**src/rtl/alu_pkg.sv**
```systemverilog
package alu_pkg;

    typedef enum logic [4:0] {
        OP_ADD_TRAP  = 5'd0,
        OP_ADD_WRAP  = 5'd1,
        OP_SUB_TRAP  = 5'd2,
        OP_SUB_WRAP  = 5'd3,
        OP_LT_SIGNED = 5'd4,
        OP_LT_UNSIGN = 5'd5,
        OP_AND       = 5'd6,
        OP_OR        = 5'd7,
        OP_XOR       = 5'd8,
        OP_NOR       = 5'd9,
        OP_UPPER_IMM = 5'd10,
        OP_SHL_K     = 5'd11,
        OP_SHRL_K    = 5'd12,
        OP_SHRA_K    = 5'd13,
        OP_SHL_V     = 5'd14,
        OP_SHRL_V    = 5'd15,
        OP_SHRA_V    = 5'd16
    } alu_op_e;

    typedef enum logic [1:0] {
        LOGIC_AND = 2'd0,
        LOGIC_OR  = 2'd1,
        LOGIC_XOR = 2'd2,
        LOGIC_NOR = 2'd3
    } logic_fn_e;

endpackage

```
**src/rtl/alu_addsub.sv**
```systemverilog
module alu_addsub #(
    parameter int W = 32
) (
    input  logic [W-1:0] a,
    input  logic [W-1:0] b,
    input  logic         subtract,
    output logic [W-1:0] sum,
    output logic         sgn_ovf
);
    localparam int MSB = W - 1;

    logic [W-1:0] b_eff;

    always_comb begin
        b_eff = subtract ? ~b : b;
        sum   = a + b_eff + {{(W-1){1'b0}}, subtract};
        // Overflow when the effective operands agree in sign but the sum does not.
        sgn_ovf = (a[MSB] == b_eff[MSB]) && (sum[MSB] != a[MSB]);
    end
endmodule

```
**src/rtl/alu_compare.sv**
```systemverilog
module alu_compare #(
    parameter int W = 32
) (
    input  logic [W-1:0] a,
    input  logic [W-1:0] b,
    input  logic         is_signed,
    output logic         less
);
    localparam int MSB = W - 1;

    logic ult;

    always_comb begin
        ult = (a < b);
        // Signed order equals unsigned order with the sign bits inverted.
        if (is_signed && (a[MSB] != b[MSB]))
            less = a[MSB];
        else
            less = ult;
    end
endmodule

```
**src/rtl/alu_logic.sv**
```systemverilog
module alu_logic #(
    parameter int W = 32
) (
    input  logic [W-1:0]               a,
    input  logic [W-1:0]               b,
    input  alu_pkg::logic_fn_e         fn,
    output logic [W-1:0]               y
);
    import alu_pkg::*;

    always_comb begin
        unique case (fn)
            LOGIC_AND: y = a & b;
            LOGIC_OR:  y = a | b;
            LOGIC_XOR: y = a ^ b;
            LOGIC_NOR: y = ~(a | b);
            default:   y = '0;
        endcase
    end
endmodule

```
**src/rtl/alu_shifter.sv**
```systemverilog
module alu_shifter #(
    parameter int W   = 32,
    parameter int SHW = $clog2(W)
) (
    input  logic [W-1:0]   din,
    input  logic [SHW-1:0] amt,
    input  logic           to_left,
    input  logic           arith,
    output logic [W-1:0]   dout
);
    logic [W-1:0] stage [SHW+1];
    logic [W-1:0] din_rev;
    logic [W-1:0] last_rev;
    logic         fill;

    assign fill = arith & ~to_left & din[W-1];

    // A left shift is a right shift of the bit-reversed word.
    for (genvar i = 0; i < W; i++) begin : g_rev
        assign din_rev[i]  = din[W-1-i];
        assign last_rev[i] = stage[SHW][W-1-i];
    end

    assign stage[0] = to_left ? din_rev : din;

    for (genvar k = 0; k < SHW; k++) begin : g_stage
        localparam int D = 1 << k;
        assign stage[k+1] = amt[k] ? {{D{fill}}, stage[k][W-1:D]} : stage[k];
    end

    assign dout = to_left ? last_rev : stage[SHW];
endmodule

```
**src/rtl/int_exec_unit.sv**
```systemverilog
module int_exec_unit #(
    parameter int W     = 32,
    parameter int SHW   = $clog2(W),
    parameter int OPW   = 5,
    parameter int IMMW  = W / 2
) (
    input  logic [W-1:0]   opa,
    input  logic [W-1:0]   opb,
    input  logic [SHW-1:0] shamt,
    input  logic [OPW-1:0] op_sel,
    output logic [W-1:0]   result,
    output logic           ovf
);
    import alu_pkg::*;

    localparam int LOW_ZERO = W - IMMW;

    alu_op_e   op;
    logic      do_sub;
    logic      cmp_signed;
    logic_fn_e lfn;
    logic      sh_left;
    logic      sh_arith;
    logic      sh_var;
    logic [SHW-1:0] sh_amt;

    logic [W-1:0] as_sum;
    logic         as_ovf;
    logic         cmp_less;
    logic [W-1:0] logic_y;
    logic [W-1:0] shift_y;
    logic [W-1:0] upper_imm;

    assign op = alu_op_e'(op_sel);

    // Decode of datapath controls.
    always_comb begin
        do_sub     = (op == OP_SUB_TRAP) || (op == OP_SUB_WRAP);
        cmp_signed = (op == OP_LT_SIGNED);
        sh_left    = (op == OP_SHL_K) || (op == OP_SHL_V);
        sh_arith   = (op == OP_SHRA_K) || (op == OP_SHRA_V);
        sh_var     = (op == OP_SHL_V) || (op == OP_SHRL_V) || (op == OP_SHRA_V);
        sh_amt     = sh_var ? opa[SHW-1:0] : shamt;
        case (op)
            OP_AND:  lfn = LOGIC_AND;
            OP_OR:   lfn = LOGIC_OR;
            OP_XOR:  lfn = LOGIC_XOR;
            default: lfn = LOGIC_NOR;
        endcase
    end

    assign upper_imm = {opb[IMMW-1:0], {LOW_ZERO{1'b0}}};

    alu_addsub #(.W(W)) u_addsub (
        .a        (opa),
        .b        (opb),
        .subtract (do_sub),
        .sum      (as_sum),
        .sgn_ovf  (as_ovf)
    );

    alu_compare #(.W(W)) u_cmp (
        .a         (opa),
        .b         (opb),
        .is_signed (cmp_signed),
        .less      (cmp_less)
    );

    alu_logic #(.W(W)) u_logic (
        .a  (opa),
        .b  (opb),
        .fn (lfn),
        .y  (logic_y)
    );

    alu_shifter #(.W(W), .SHW(SHW)) u_shift (
        .din     (opb),
        .amt     (sh_amt),
        .to_left (sh_left),
        .arith   (sh_arith),
        .dout    (shift_y)
    );

    // Result select.
    always_comb begin
        result = '0;
        ovf    = 1'b0;
        case (op)
            OP_ADD_TRAP, OP_SUB_TRAP: begin
                result = as_sum;
                ovf    = as_ovf;
            end
            OP_ADD_WRAP, OP_SUB_WRAP:     result = as_sum;
            OP_LT_SIGNED, OP_LT_UNSIGN:   result = {{(W-1){1'b0}}, cmp_less};
            OP_AND, OP_OR, OP_XOR, OP_NOR: result = logic_y;
            OP_UPPER_IMM:                 result = upper_imm;
            OP_SHL_K, OP_SHRL_K, OP_SHRA_K,
            OP_SHL_V, OP_SHRL_V, OP_SHRA_V: result = shift_y;
            default: begin
                result = '0;
                ovf    = 1'b0;
            end
        endcase
    end
endmodule

```
**config.mk**
```make
export PLATFORM = sky130hd
export DESIGN_NAME = int_exec_unit
export DESIGN_NICKNAME = d
export VERILOG_FILES = /design/src/rtl/alu_pkg.sv /design/src/rtl/alu_addsub.sv /design/src/rtl/alu_compare.sv /design/src/rtl/alu_logic.sv /design/src/rtl/alu_shifter.sv /design/src/rtl/int_exec_unit.sv
export SDC_FILE = /design/constraint.sdc
export NUM_CORES = 1
export LEC_CHECK = 0
export BUFFER_PORTS_ARGS = -buffer_cell sky130_fd_sc_hd__buf_2
export CAP_MARGIN = 10
export CORE_MARGIN = 8
export CORE_UTILIZATION = 55
export DETAILED_ROUTE_END_ITERATION = 10
export PLACE_DENSITY = 0.77
export RECOVER_POWER = 100
export SYNTH_ARGS = -nofsm -noshare
export SYNTH_HDL_FRONTEND = slang
export SYNTH_SLANG_ARGS = --single-unit
```
**constraint.sdc**
```tcl
create_clock -name vclk -period 10.7
set_clock_uncertainty 0.15 [all_clocks]
set_input_delay 3.21 -clock vclk [all_inputs]
set_output_delay 3.21 -clock vclk [all_outputs]
set_load 0.01 [all_outputs]
```
Yosys cells after proc, flatten, opt, wreduce, memory -nomap -nowiden
Cells that the tools add are included.
{"block": "word_totals", "regBits": 0, "in_bits": 74, "output_inout_bits": 33, "elab_cells": 61}
{"block": "classes", "addsub": 2, "magnitude_cmp": 1, "n_eq_ne": 22, "n_mux": 14, "bitwise": 8, "reduce_logical": 14}
{"op": "32-bit 2-to-1 mux", "count": 8}
{"op": "32-bit case mux with 5 select lines", "count": 1}
{"op": "32-bit case mux with 4 select lines", "count": 1}
{"op": "32-bit NOT", "count": 2}
{"op": "5-bit by 4-bit == test with 1-bit output, second input constant", "count": 8}
{"op": "32-bit by 1-bit adder with 32-bit output", "count": 1}
{"op": "32-bit adder", "count": 1}
{"op": "32-bit bitwise AND", "count": 1}
{"op": "32-bit < comparator", "count": 1}
{"op": "32-bit OR", "count": 1}
{"op": "32-bit bitwise XOR", "count": 1}
{"op": "5-bit by 3-bit == test with 1-bit output, second input constant", "count": 4}
{"op": "5-bit by 2-bit == test with 1-bit output, second input constant", "count": 2}
{"op": "4-bit OR reduction", "count": 2}
{"op": "2-bit case mux with 3 select lines", "count": 1}
{"op": "6-bit OR reduction", "count": 1}
{"op": "5-bit by 1-bit == test with 1-bit output, second input constant", "count": 1}
{"op": "5-bit == test, second input constant", "count": 1}
{"op": "5-bit logical NOT", "count": 1}
{"op": "1-bit logical OR", "count": 5}
{"op": "5-bit 2-to-1 mux", "count": 1}
{"op": "2-bit == test, second input constant", "count": 2}
{"op": "2-bit OR reduction", "count": 2}
{"op": "1-bit bitwise AND", "count": 2}
{"op": "7 further kinds", "count": 10}

Depth between registers and ports, before layout
{"block": "logic_depth", "ltp_word": 12, "depth_mapped": 16, "ltp_nobuf": 12}

Hierarchy
A second synthesis with hierarchy kept.
{"block": "hier_totals", "hier_cells": 1278, "area_unflattened_um2": 10084.7}
{"module": "alu_shifter", "n_inst": 1, "cells_per_inst": 461, "area_per_inst_um2": 3594.7, "seq_area_each_um2": 0.0}
{"module": "alu_logic", "n_inst": 1, "cells_per_inst": 235, "area_per_inst_um2": 2105.8, "seq_area_each_um2": 0.0}
{"module": "alu_addsub", "n_inst": 1, "cells_per_inst": 299, "area_per_inst_um2": 2090.8, "seq_area_each_um2": 0.0}
{"module": "int_exec_unit", "n_inst": 1, "cells_per_inst": 171, "area_per_inst_um2": 1490.2, "seq_area_each_um2": 0.0}
{"module": "alu_compare", "n_inst": 1, "cells_per_inst": 112, "area_per_inst_um2": 803.3, "seq_area_each_um2": 0.0}

Worst setup path after synthesis
Ideal clock, no wire load.
{"block": "synth_path", "path_kind": "input -> output", "start": "input op_sel[1]", "end": "output result[28]", "t_arrival_ns": 6.990, "t_required_ns": 7.340, "setup_slack_ns": 0.350, "path_stages": 15, "n_path_buf": 3, "cell_sequence": "buf_1 -> or4b_2 -> clkbuf_1 -> clkbuf_1 -> xnor2_1 -> fa_1 -> a21oi_1 -> o211ai_1 -> a211oi_1 -> o211ai_1 -> o211ai_1 -> nand2b_1 -> a211oi_1 -> nor2_1 -> a221o_1"}
{"block": "synth_between", "elab_chain_len": 12, "word_cells_on_any_way": 47, "classes_between": "2 x add/sub; 19 x eq/ne; 12 x mux; 3 x bitwise; 11 x reduce/logical"}
{"element": "start: declaration", "line_no": "int_exec_unit.sv:10", "rtl": "input logic [OPW-1:0] op_sel,"}
{"element": "parallel branches: the longest is 11 deep, another holds 32-bit adder"}
{"element": "32-bit case mux with 5 select lines *", "line_no": "int_exec_unit.sv:88", "rtl": "case (op)"}
{"element": "end: declaration", "line_no": "int_exec_unit.sv:11", "rtl": "output logic [W-1:0] result,"}
Mark *: on every way between the ends.

Worst setup path after layout
{"block": "layout_path", "start": "input op_sel[3]", "end": "output result[13]"}
Same word-level chain as after synthesis.

==> load_flow_metrics.sql <==
INSERT INTO impl_metrics (metric_group, metric, value, unit) VALUES
('power', 'peak_ir_drop_on_the_vdd_network', '0.00003296', 'V'),
('yosys', 'mappedNetlistNets', '1352', ''),
('sta', 'rsz_0062_raised_after_global_routing', 'no', ''),
('finish', 'flow.area_growth_from_synthesis', '10.97', '%'),
('place', 'gpl.final_weighted_congestion', '1.070', ''),
('place', 'hpwl', '30.46', 'mm'),
('routing', 'route.detailed.drc', '0', ''),
('finish', 'drive_above_1_share', '17.13', '%'),
('critical_path', 'setup.worst_path.class', 'input pin to output pin', ''),
('worst_hold_path', 'min_path_type', 'input pin to output pin', ''),
('finish', 'n_clock_buffer', '0', ''),
('finish', 'n_sequential_cell', '0', ''),
('global_route', 'grt_first_pass_wirelength', '56.28', 'mm'),
('finish', 'n_antenna_cell', '0', ''),
('yosys', 'synthesis.instances', '1142', ''),
('yosys', 'postSynthAreaPerCell', '7.102', 'um2'),
('critical_path', 'crit_required', '7.34', 'ns'),
('worst_hold_path', 'hold_path_start', 'opb[11]', ''),
('global_route', 'maximum_number_of_pins_on_one_net_before_global_route_repair', '45', ''),
('power', 'power_per_cell_area', '60.66', 'nW/um2'),
('routing', 'route.antenna.remaining_nets', '0', ''),
('critical_path', 'setup.worst_path.start', 'op_sel[3]', ''),
('yosys', 'synth_area', '8110', 'um2'),
('yosys', 'number_of_distinct_library_cell_variants_in_the_gate_level_netlist_after_synthesis', '75', ''),
('sta', 'slew_of_the_pin_with_the_lowest_slew_margin', '1.087', 'ns'),
('outcome', 'run_status', 'completed', ''),
('finish', 'postLayoutCoreUtil', '62.16', '%'),
('power', 'total_power', '0.5460', 'mW'),
('routing', 'routed_wirelength', '37.75', 'mm'),
('floorplan', 'floorplan.core_area', '14480', 'um2'),
('finish', 'fillCellCount', '1408', ''),
('critical_path', 'crit_path_end', 'result[13]', ''),
('global_route', 'overflow', '0', ''),
('sta', 'timing.slew.headroom', '27.15', '%'),
('yosys', 'synth_warnings', '0', ''),
('critical_path', 'worst_path_largest_cell_delay', '0.75', 'ns'),
('floorplan', 'design.die.area', '18890', 'um2'),
('critical_path', 'critical_path.top_delay_family', 'simple AND/OR/NAND/NOR gates', ''),
('critical_path', 'cp_num_buf_inv', '4', ''),
('floorplan', 'start_util', '56.01', '%'),
('sta', 'fin_tns_setup', '0', 'ns'),
('sta', 'final.period_utilization', '99.02', '%'),
('sta', 'finalCriticalPeriod', '10.60', 'ns'),
('critical_path', 'crit_path_top_delay_cell', 'sky130_fd_sc_hd__or4b_1', ''),
('floorplan', 'fp.dieH', '137.4', 'um'),
('floorplan', 'die_width', '137.4', 'um'),
('routing', 'drt_first_pass_iters', '6', ''),
('sta', 'final_max_slew_viol_count', '0', ''),
('critical_path', 'timing.critical_path.to_type', 'output pin', ''),
('global_route', 'grt_usage', '38.83', '%'),
('global_route', 'vias_in_the_first_global_route', '9465', ''),
('place', 'place.port_buffers', '107', ''),
('critical_path', 'worst-path-stages', '12', ''),
('routing', 'routed_via_density', '7.200', ''),
('sta', 'setup_viol', '0', ''),
('yosys', 'sequential_cell_area_fraction_in_the_yosys_report', '0', '%'),
('finish', 'layout_commonest_cell', 'sky130_fd_sc_hd__ha_1', ''),
('finish', 'layout_common_cells', 'sky130_fd_sc_hd__ha_1, sky130_fd_sc_hd__a21oi_1, sky130_fd_sc_hd__o21ai_0', ''),
('clocking', 'hold_buffers', '0', ''),
('global_route', 'initial_antenna_violation_count', '0', ''),
('routing', 'first_iter_violations', '1271', ''),
('finish', 'finalNetCount', '1444', ''),
('job', 'max_cap_viol_count', '0', ''),
('sta', 'finalHoldViolCount', '0', ''),
('floorplan', 'fp-row-count', '44', ''),
('critical_path', 'top_fanout_value_on_the_critical_path', '19', ''),
('floorplan', 'io_pins', '107', ''),
('routing', 'avgRoutedWirePerCell', '26.66', 'um'),
('critical_path', 'cells_along_the_critical_path', 'buf_2 > buf_4 > or4b_1 > o21ai_0 > mux2_2 > buf_4 > nor2_1 > o21ai_0 > nand3_1 > nor3_1 > o31ai_1 > buf_2', ''),
('critical_path', 'critPathArrivalTime', '7.24', 'ns'),
('finish', 'area.sequential', '0', 'um2'),
('critical_path', 'worst_setup_path_start_kind', 'input pin', ''),
('routing', 'dr_total_vias', '10200', ''),
('power', 'p_leak', '4.106', 'nW'),
('sta', 'max_freq', '94.38', 'MHz');
how the worst min path moves through the flow:
stage / to / slack [ns] / depth (start not counted)
4_1_cts: result[27] / 6.85 / 4
2_1_floorplan: result[27] / 6.41 / 2
3_3_place_gp: result[27] / 6.85 / 4
5_1_grt: result[26] / 6.91 / 4
3_5_place_dp: result[27] / 6.85 / 4
6_report: result[27] / 6.91 / 4
cell families after synthesis:
| group | share of synthesized area, % |
|---|---|
| compound gates | 36.62 |
| xor+xnor | 6.587 |
| fa+ha+maj | 21.07 |
| buf+inv | 7.606 |
| mux | 11.94 |
| simple gates | 16.17 |
timing repair:
| action | 4_1_cts | 5_1_grt |
|---|---|---|
| gates resized for setup | 0 | 2 |
| setup endpoints to repair | 0 | 7 |
| buffers inserted | 0 | 0 |
through the flow:
| stage | area, um2 | setup slack (ns) | cells | hold WS, ns |
|---|---|---|---|---|
| after floorplan | 8110 | 0.3502 | 1142 | 6.414 |
| after global placement | 9021 | 0.2573 | 1416 | 6.851 |
| after detailed placement | 9021 | 0.1896 | 1416 | 6.847 |
| after CTS | 9021 | 0.1666 | 1416 | 6.848 |
| after global routing | 9000 | 0.006867 | 1416 | 6.910 |
| final | 9000 | 0.1045 | 1416 | 6.906 |
worst min-delay path, stage by stage:
cell and delay, ns:
sky130_fd_sc_hd__buf_2 0.26, sky130_fd_sc_hd__a21oi_1 0.10, sky130_fd_sc_hd__o221ai_1 0.10, sky130_fd_sc_hd__clkbuf_1 0.17
cells in the mapped netlist (4+ instances only):
cell type / number / area, um2
sky130_fd_sc_hd__mux2_2: 11 / 123.9
sky130_fd_sc_hd__nand2_1: 73 / 274.0
sky130_fd_sc_hd__o2111ai_1: 4 / 35.03
sky130_fd_sc_hd__a221oi_1: 41 / 359.1
sky130_fd_sc_hd__nor4_1: 8 / 50.05
sky130_fd_sc_hd__o21ai_0: 94 / 470.5
sky130_fd_sc_hd__a311o_1: 4 / 40.04
sky130_fd_sc_hd__nor2_1: 81 / 304.0
sky130_fd_sc_hd__nand2b_1: 8 / 50.05
sky130_fd_sc_hd__or2_2: 4 / 25.02
sky130_fd_sc_hd__o211ai_1: 16 / 120.1
sky130_fd_sc_hd__nand3_1: 30 / 150.1
sky130_fd_sc_hd__o221ai_1: 5 / 43.79
sky130_fd_sc_hd__o22ai_1: 32 / 200.2
sky130_fd_sc_hd__xor2_1: 19 / 166.4
sky130_fd_sc_hd__clkbuf_1: 56 / 210.2
sky130_fd_sc_hd__mux4_2: 24 / 540.5
sky130_fd_sc_hd__or3_1: 7 / 43.79
sky130_fd_sc_hd__nand4_1: 6 / 37.54
sky130_fd_sc_hd__a211oi_1: 21 / 157.7
sky130_fd_sc_hd__a31oi_1: 13 / 81.33
sky130_fd_sc_hd__a21o_1: 19 / 142.6
sky130_fd_sc_hd__mux2i_1: 29 / 290.3
sky130_fd_sc_hd__xnor2_1: 42 / 367.9
sky130_fd_sc_hd__ha_1: 135 / 1689
sky130_fd_sc_hd__nor3_1: 38 / 190.2
sky130_fd_sc_hd__o21ai_1: 4 / 20.02
sky130_fd_sc_hd__a221o_1: 10 / 100.1
sky130_fd_sc_hd__nor2b_1: 4 / 25.02
sky130_fd_sc_hd__and2_1: 4 / 25.02
sky130_fd_sc_hd__a211o_1: 12 / 105.1
sky130_fd_sc_hd__and3_1: 4 / 25.02
sky130_fd_sc_hd__a21oi_1: 115 / 575.6
sky130_fd_sc_hd__buf_2: 13 / 65.06
sky130_fd_sc_hd__inv_1: 79 / 296.5
sky130_fd_sc_hd__a22oi_1: 11 / 82.58
sky130_fd_sc_hd__o21bai_1: 8 / 60.06
per-layer routing:
layer	track usage, %	wire, um	up-vias
met2	58.30	16060	751
met5	0	0	-
met4	25.59	2876	0
li1	-	-	4526
met3	8.206	4633	159
met1	49.18	14170	4759
layout make-up:
type	instances	area [um2]	share of cell area [%]
multi-input combinational	988	7525	83.61
timing repair buffer	165	948.4	10.54
inverter	79	296.5	3.295
tap	184	230.2	2.558
where the power goes:
group	leakage [nW]	internal (mW)	switching, mW
clock network	0	0	0
logic	4.11	0.202	0.344
registers	0	0	0
total	4.11	0.202	0.344
No activity file was read; power rests on OpenSTA's default activity.
